`src/rtl/ecp_fifo_pkg.sv`:
```
package ecp_fifo_pkg;
  typedef enum logic [2:0] {
    MODE_STD   = 3'b000,
    MODE_BYTE  = 3'b001,
    MODE_FCOMP = 3'b010,
    MODE_ECP   = 3'b011,
    MODE_EPP   = 3'b100,
    MODE_RSVD  = 3'b101,
    MODE_TEST  = 3'b110,
    MODE_CFG   = 3'b111
  } ecp_mode_e;

  localparam logic [1:0] ADDR_DATA = 2'd0;
  localparam logic [1:0] ADDR_CTRL = 2'd1;
  localparam logic [1:0] ADDR_MODE = 2'd2;
  localparam logic [1:0] ADDR_AUX  = 2'd3;

  localparam logic [2:0] WORD_8BIT = 3'b001;
endpackage

```
`src/rtl/ecp_fifo_mem.sv`:
```
module ecp_fifo_mem #(
  parameter int DEPTH = 16,
  parameter int LVL_W = $clog2(DEPTH + 1)
) (
  input  logic             clk,
  input  logic             rst_n,
  input  logic             push,
  input  logic             pop,
  input  logic             flush,
  input  logic [7:0]       wdata,
  output logic [7:0]       rdata,
  output logic [LVL_W-1:0] level,
  output logic             empty,
  output logic             full
);
  localparam int PTR_W = (DEPTH > 1) ? $clog2(DEPTH) : 1;

  logic [7:0]       store [DEPTH];
  logic [PTR_W-1:0] wr_ptr, rd_ptr;
  logic [7:0]       last_q;
  logic             do_push, do_pop;

  assign empty   = (level == '0);
  assign full    = (level == LVL_W'(DEPTH));
  assign do_push = push && !full && !flush;
  assign do_pop  = pop && !empty && !flush;

  function automatic logic [PTR_W-1:0] bump(input logic [PTR_W-1:0] p);
    return (p == PTR_W'(DEPTH - 1)) ? '0 : p + 1'b1;
  endfunction

  for (genvar e = 0; e < DEPTH; e++) begin : g_slot
    always_ff @(posedge clk) begin
      if (!rst_n)
        store[e] <= '0;
      else if (do_push && wr_ptr == PTR_W'(e))
        store[e] <= wdata;
    end
  end

  always_ff @(posedge clk) begin
    if (!rst_n || flush) begin
      wr_ptr <= '0;
      rd_ptr <= '0;
      level  <= '0;
    end else begin
      if (do_push) wr_ptr <= bump(wr_ptr);
      if (do_pop)  rd_ptr <= bump(rd_ptr);
      case ({do_push, do_pop})
        2'b10:   level <= level + 1'b1;
        2'b01:   level <= level - 1'b1;
        default: level <= level;
      endcase
    end
  end

  always_ff @(posedge clk) begin
    if (!rst_n)      last_q <= '0;
    else if (do_pop) last_q <= store[rd_ptr];
  end

  assign rdata = empty ? last_q : store[rd_ptr];
endmodule

```
`src/rtl/ecp_svc_logic.sv`:
```
module ecp_svc_logic #(
  parameter int DEPTH  = 16,
  parameter int RD_THR = 8,
  parameter int WR_THR = 8,
  parameter int LVL_W  = $clog2(DEPTH + 1)
) (
  input  logic             clk,
  input  logic             rst_n,
  input  logic [LVL_W-1:0] level,
  input  logic             dir_rev,
  input  logic             clear,
  output logic             pending
);
  logic [LVL_W-1:0] space;
  logic             cond, cond_q;

  assign space = LVL_W'(DEPTH) - level;
  assign cond  = dir_rev ? (level >= LVL_W'(RD_THR)) : (space >= LVL_W'(WR_THR));

  always_ff @(posedge clk) begin
    if (!rst_n) begin
      cond_q  <= 1'b1;
      pending <= 1'b0;
    end else begin
      cond_q <= cond;
      if (cond && !cond_q) pending <= 1'b1;
      else if (clear)      pending <= 1'b0;
    end
  end
endmodule

```
`src/rtl/ecp_fifo_ctrl.sv`:
```
module ecp_fifo_ctrl
  import ecp_fifo_pkg::*;
#(
  parameter int DEPTH  = 16,
  parameter int RD_THR = 8,
  parameter int WR_THR = 8
) (
  input  logic       clk,
  input  logic       rst_n,
  input  logic [1:0] host_addr,
  input  logic       host_wr,
  input  logic       host_rd,
  input  logic [7:0] host_wdata,
  output logic [7:0] host_rdata,
  output logic       svc_irq
);
  localparam int LVL_W = $clog2(DEPTH + 1);

  ecp_mode_e        mode_q;
  logic [1:0]       aux_q;
  logic             ecr_mask;
  logic [7:0]       ctrl_q;
  logic             in_test, in_cfg;
  logic             push_req, pop_req, leave_test, svc_clear, svc_pending;
  logic [7:0]       fifo_rdata;
  logic [LVL_W-1:0] fifo_level;
  logic             fifo_empty, fifo_full;

  assign in_test    = (mode_q == MODE_TEST);
  assign in_cfg     = (mode_q == MODE_CFG);
  assign push_req   = host_wr && host_addr == ADDR_DATA && in_test;
  assign pop_req    = host_rd && host_addr == ADDR_DATA && in_test;
  assign leave_test = host_wr && host_addr == ADDR_MODE && in_test &&
                      host_wdata[7:5] != MODE_TEST;
  assign svc_clear  = host_wr && host_addr == ADDR_AUX && !in_cfg && host_wdata[0];

  always_ff @(posedge clk) begin
    if (!rst_n) begin
      mode_q   <= MODE_STD;
      aux_q    <= '0;
      ecr_mask <= 1'b0;
      ctrl_q   <= '0;
    end else if (host_wr) begin
      if (host_addr == ADDR_MODE) begin
        mode_q   <= ecp_mode_e'(host_wdata[7:5]);
        aux_q    <= host_wdata[4:3];
        ecr_mask <= host_wdata[2];
      end
      if (host_addr == ADDR_CTRL) ctrl_q <= host_wdata;
    end
  end

  ecp_fifo_mem #(.DEPTH(DEPTH), .LVL_W(LVL_W)) u_fifo (
    .clk   (clk),
    .rst_n (rst_n),
    .push  (push_req),
    .pop   (pop_req),
    .flush (leave_test),
    .wdata (host_wdata),
    .rdata (fifo_rdata),
    .level (fifo_level),
    .empty (fifo_empty),
    .full  (fifo_full)
  );

  ecp_svc_logic #(.DEPTH(DEPTH), .RD_THR(RD_THR), .WR_THR(WR_THR), .LVL_W(LVL_W)) u_svc (
    .clk     (clk),
    .rst_n   (rst_n),
    .level   (fifo_level),
    .dir_rev (ctrl_q[5]),
    .clear   (svc_clear),
    .pending (svc_pending)
  );

  assign svc_irq = svc_pending && !ecr_mask;

  always_comb begin
    case (host_addr)
      ADDR_DATA: host_rdata = fifo_rdata;
      ADDR_CTRL: host_rdata = ctrl_q;
      ADDR_MODE: host_rdata = {mode_q, aux_q, ecr_mask, fifo_full, fifo_empty};
      default:   host_rdata = in_cfg ? {1'b0, WORD_8BIT, 4'b0000} : {7'b0, svc_pending};
    endcase
  end
endmodule

```
`config.mk`:
```
export PLATFORM = sky130hd
export DESIGN_NAME = ecp_fifo_ctrl
export DESIGN_NICKNAME = d
export VERILOG_FILES = /design/src/rtl/ecp_fifo_pkg.sv /design/src/rtl/ecp_fifo_mem.sv /design/src/rtl/ecp_svc_logic.sv /design/src/rtl/ecp_fifo_ctrl.sv
export SDC_FILE = /design/constraint.sdc
export NUM_CORES = 1
export LEC_CHECK = 0
export ABC_AREA = 1
export CORE_ASPECT_RATIO = 0.8
export CORE_MARGIN = 1
export CORE_UTILIZATION = 55
export DETAILED_ROUTE_END_ITERATION = 12
export DONT_BUFFER_PORTS = 1
export PLACE_DENSITY = 0.7
export RECOVER_POWER = 25
export SLEW_MARGIN = 20
export SYNTH_ARGS = -nofsm -noshare
export SYNTH_HDL_FRONTEND = slang
export SYNTH_SLANG_ARGS = --single-unit
```
`constraint.sdc`:
```
create_clock -name clk -period 6.7 [get_ports clk]
set_clock_uncertainty 0.1 [all_clocks]
set_input_delay 1.34 -clock clk [delete_from_list [all_inputs] [get_ports clk]]
set_output_delay 1.34 -clock clk [all_outputs]
set_load 0.02 [all_outputs]
```
-- Yosys cells after proc, flatten, opt, wreduce, memory -nomap -nowiden
Memories as Yosys holds them, arrays and structs flattened. A register that Yosys moved wholly into a read port is not among the register bits.
Index checks and enable logic that the tools add are counted.
- flip-flop bits (word level): 37
- bits in writable memories: 128
- logic and storage cells: 182
- memories kept: 1
- memories (name ; depth ; width ; read ports ; clocked after memory_dff ; wr ports ; line ; RTL):
    u_fifo.store ; 16 ; 8 ; 1 ; 1 ; 16 ; ecp_fifo_mem.sv:18 ; logic [7:0] store [DEPTH];
- add/sub/neg operators: 5
- $lt $le $gt $ge: 2
- eq/ne operators: 25
- mux-type cells: 76
- bitwise logic cells: 16
- reductions and logical operators: 47
- operators by type and width (cell ; count):
    $mux W8 ; 17
    $mux W1 ; 52
    $eq A4 B4 Y1 const B ; 9
    $logic_and A1 B1 Y1 ; 32
    $pmux W8 S3 ; 1
    $eq A4 B3 Y1 const B ; 4
    $mux W4 ; 4
    $or A1 B1 Y1 ; 16
    $ge A5 B4 Y1 const B ; 2
    $pmux W5 S2 ; 1
    $add A4 B1 Y4 const B ; 2
    $eq A4 B2 Y1 const B ; 2
    $logic_not A1 Y1 ; 7
    $eq A2 B2 Y1 const B ; 3
    $eq A3 B3 Y1 const B ; 2
    $add A5 B1 Y5 const B ; 1
    $eq A5 B5 Y1 const B ; 1
    $logic_not A5 Y1 ; 1
    $mux W5 ; 1
    $sub A5 B1 Y5 const B ; 1
    $sub A5 B5 Y5 const A ; 1
    $eq A2 B1 Y1 const B ; 2
    $eq A4 B1 Y1 const B ; 1
    $logic_not A4 Y1 ; 1
    other kinds (5) ; 7

-- Longest topological paths before layout
- word-level depth: 11
- depth in mapped cells: 20
- gate-level depth less buffers: 18

-- By module
Synthesis repeated with hierarchy kept, for this count alone.
- cell total of the unflattened synthesis: 1064
- area, all modules: 8575.7 sq um
- by module, submodules not included (module ; times used ; cells an instance ; area each (sq um)):
    ecp_fifo_mem ; 1 ; 893 ; 7541.0
    ecp_fifo_ctrl ; 1 ; 152 ; 899.6
    ecp_svc_logic ; 1 ; 19 ; 135.1

-- Worst setup path before layout
OpenSTA, ideal clock, no wires.
- path type: input to output
- start point: in host_addr[1]
- end point: out host_rdata[4]
- arrival: 1956 ps
- required time: 5260 ps
- setup slack: 3304 ps
- stages on the path: 6
- path buffers: 0
- path through: inv_2 > nor2_1 > inv_2 > o22ai_1 > inv_1 > nand3_1
- longest elaborated chain between the ends: 2
- RTL lines (item ; line ; RTL):
    from (decl) ; ecp_fifo_ctrl.sv:10 ; input logic [1:0] host_addr,
    $eq A2 B2 Y1 (tied with other cells) ; ecp_fifo_ctrl.sv:78 ; case (host_addr)
    $pmux W8 S3 * ; ecp_fifo_ctrl.sv:78 ;
    to (decl) ; ecp_fifo_ctrl.sv:14 ; output logic [7:0] host_rdata,
Every way passes the cells marked *; elsewhere a longest branch is shown, timed or not.

==> impl_metrics.env <==
export IMPL_run_status="finished clean"
export IMPL_syn_area_per_cell_um2=8.74
export IMPL_detailroute_wirelength_met3_um=1270
export IMPL_top_layer="met4"
export IMPL_largest_vdd_supply_drop_uv=196
export IMPL_detail_route_drc_violations=0
export IMPL_num_io_pins=23
export IMPL_synth_yosys_seq_area_share_pct=56.9
export IMPL_path_clk_slew_ns=0.06
export IMPL_cts_max_path_buffers=2
export IMPL_post_synth_instance_area_um2=8200
export IMPL_design_final_nets=943
export IMPL_clock_latency_on_the_worst_skew_pair_ns=0.44
export IMPL_class_of_the_tightest_hold_or_removal_check="flip-flop to flip-flop"
export IMPL_cts_resized=0
export IMPL_routedLengthMet1_um=9440
export IMPL_number_of_setup_buffers_added_after_cts=0
export IMPL_synth_cell_type_count=34
export IMPL_end_kind="output pin"
export IMPL_cp_data_arrival_time_ns=2.74
export IMPL_cts_num_sinks=169
export IMPL_grt_first_pass_wirelength_um=31900
export IMPL_synth_top_cells_by_area="sky130_fd_sc_hd__edfxtp_1 (47%), sky130_fd_sc_hd__dfxtp_1 (10%), sky130_fd_sc_hd__nor2_1 (8.5%), sky130_fd_sc_hd__nand2_1 (6.5%), sky130_fd_sc_hd__nand3_1 (6.3%)"
export IMPL_tritoncts="done"
export IMPL_final_setup_viol_count=0
export IMPL_hold_viol_final=0
export IMPL_clk_root_buffer_cell="sky130_fd_sc_hd__clkbuf_16"
export IMPL_place_port_buffers=0
export IMPL_dieArea_um2=15400
export IMPL_total_leakage_power_nw=3.44
export IMPL_yosys_warnings=0
export IMPL_dp_slack_ns=2.78
export IMPL_maximum_number_of_pins_on_one_net_before_global_route_repair=52
export IMPL_vias=6245
export IMPL_fin_max_slew_vios=0
export IMPL_placementRows=39
export IMPL_synth_async_reset_ratio_pct=0
export IMPL_rsz_0062_raised_after_global_routing="false"
export IMPL_netlist_area_leader_share_pct=46.9
export IMPL_totalNegativeSetupSlack_ns=0
export IMPL_antenna_left=0
export IMPL_insertedDiodeCount=0
export IMPL_post_route_period_util_pct=62.4
export IMPL_crit_required_ns=5.26
export IMPL_synth_seq_cells=169
export IMPL_cts_made_buffers=17
export IMPL_post_synth_top_count_cell="sky130_fd_sc_hd__nor2_1"
export IMPL_number_of_enable_flip_flop_cells_after_synthesis=128
export IMPL_synth_largest_area_cell="sky130_fd_sc_hd__edfxtp_1"
export IMPL_max_slew_margin_rel_pct=37.9
export IMPL_multi_input_area_um2=2780
export IMPL_startpoint_to_endpoint_class_of_the_critical_path="flip-flop to output pin"
export IMPL_drv_max_cap_violation_count=0
export IMPL_dp_hpwl_um=13000
export IMPL_ys_flop_type="sky130_fd_sc_hd__edfxtp_1"
export IMPL_initial_antenna_violation_count=0
export IMPL_synth_fp_nets=962
export IMPL_htreeDepth=4
export IMPL_drt_iter0_markers=708
export IMPL_floorplan_initialDensity_pct=56.9
export IMPL_worst_setup_path_start_kind="flip-flop"
export IMPL_fp_dieW_um=138
export IMPL_syn2layout_area_growth_pct=7.20
export IMPL_power_density_nw_per_um2=260
export IMPL_regArea_um2=4670
export IMPL_avgViaCountPerCell=5.60
export IMPL_fill_cells=1245
export IMPL_gp_congestion=0.897
export IMPL_drt_total_wl_um=20200
export IMPL_worst_pin_slew_ns=0.926
export IMPL_post_route_cells_drive_above_1_share_pct=5.47
export IMPL_routed_wire_length_per_instance_um=18.1
export IMPL_met2_length_um=9110
export IMPL_fin_ws_ns=2.52
export IMPL_synth_top_cells_by_count="sky130_fd_sc_hd__nor2_1 (185), sky130_fd_sc_hd__nand2_1 (142), sky130_fd_sc_hd__edfxtp_1 (128), sky130_fd_sc_hd__inv_1 (107), sky130_fd_sc_hd__nand3_1 (104)"
export IMPL_drtPass1Iterations=6
export IMPL_crit_fanout=51
export IMPL_dieHeight_um=111
export IMPL_synthesis_instances=938
export IMPL_layout_min_cycle_time_ns=4.18
export IMPL_hold_buffers=0
export IMPL_core_area_um2=14400
export IMPL_global_route_usage_total_pct=27.8
export IMPL_grt_remaining_overflow=0
export IMPL_first_global_vias=5776
export IMPL_upper_clock_frequency_limit_ghz=0.239
[path summary, 6_finish.rpt]
kind                                 startpoint         endpoint  slack, ns  depth (start not counted)
worst max-delay path                  flip-flop    host_rdata[2]       2.52                          9
worst max register to register  u_fifo.level[0]  u_fifo.level[4]       2.76                         18
worst min register to register        ctrl_q[6]        ctrl_q[6]       0.35                          2
worst min-delay path                  ctrl_q[6]        ctrl_q[6]       0.35                          2
[cell usage in the layout, fill, tap and decap left out, drive strengths merged, types with 2 or more instances in the layout]
cell        n
clkinvlp    4
a21oi      44
nor2      198
inv       114
clkinv     17
bufinv      4
nor3        2
nand2     145
o211ai     16
o22ai       7
clkbuf     17
nand3     106
o21ai      62
buf         5
ha         10
edfxtp    128
xor2        6
dfxtp      41
[report_power, final]
group          switching (mW)  total, mW  internal (mW)  leakage (nW)
logic                  0.0663     0.0837         0.0174          1.54
registers              0.0105       1.17           1.16          1.61
clock network           0.415       1.03          0.617         0.291
total                   0.492       2.28           1.79          3.44
[cell families (layout without fill, tap and decap cells)]
family / after synthesis / after routing / synth area share, %
fa+ha+maj: 10 / 10 / 1.53
flops: 169 / 169 / 56.9
xor+xnor: 6 / 6 / 0.641
compound gates: 132 / 132 / 8.73
simple gates: 454 / 454 / 24.1
buf+inv: 167 / 161 / 8.09
[area by class of cell]
class                           count  area share, %
Sequential cell                   169           53.1
Multi-Input combinational cell    602           31.6
Inverter                          124           5.31
Clock buffer                       17           4.84
Tap cell                          184           2.62
Clock inverter                     15           2.08
Timing Repair Buffer                5          0.427
[flip-flops by register name (all words and copies together) (netlist names), named ones only]
register,cells
u_fifo.rd_ptr,4
u_fifo.last_q,8
u_fifo.store,128
ctrl_q,8
ecr_mask,1
u_fifo.wr_ptr,4
u_svc.pending,1
mode_q,3
u_fifo.level,5
aux_q,2
u_svc.cond_q,1
[stage by stage]
step | instances | hold slack (ns) | util [%] | total power [mW] | cell area, um2
2_1_floorplan | 938 | 0.325 | - | 1.25 | 8200
3_3_place_gp | 1084 | 0.337 | 57.5 | 1.27 | 8270
3_5_place_dp | 1084 | 0.344 | 57.5 | 1.28 | 8270
4_1_cts | 1116 | 0.353 | 61.7 | 2.29 | 8880
5_1_grt | 1116 | 0.367 | 61.1 | 2.34 | 8790
6_report | 1116 | 0.352 | 61.1 | 2.28 | 8790
[layer usage]
| layer | vias up | global-route usage [%] |
|---|---|---|
| met4 | 0 | 10.3 |
| met1 | 2968 | 40.2 |
| met5 | - | 0 |
| met2 | 210 | 42.5 |
| met3 | 30 | 4.15 |
| li1 | 3037 | - |
[worst max-delay path: stages (launching register included)]
cell,delay (ns)
sky130_fd_sc_hd__dfxtp_2,0.70
sky130_fd_sc_hd__buf_4,0.56
sky130_fd_sc_hd__nor2_1,0.11
sky130_fd_sc_hd__nor2_1,0.12
sky130_fd_sc_hd__o21ai_0,0.12
sky130_fd_sc_hd__nand3_1,0.14
sky130_fd_sc_hd__nand3_1,0.16
sky130_fd_sc_hd__nand3_1,0.13
sky130_fd_sc_hd__nand2_1,0.07
sky130_fd_sc_hd__nand2_1,0.17
Note: power is estimated with default switching activity, not from simulation.
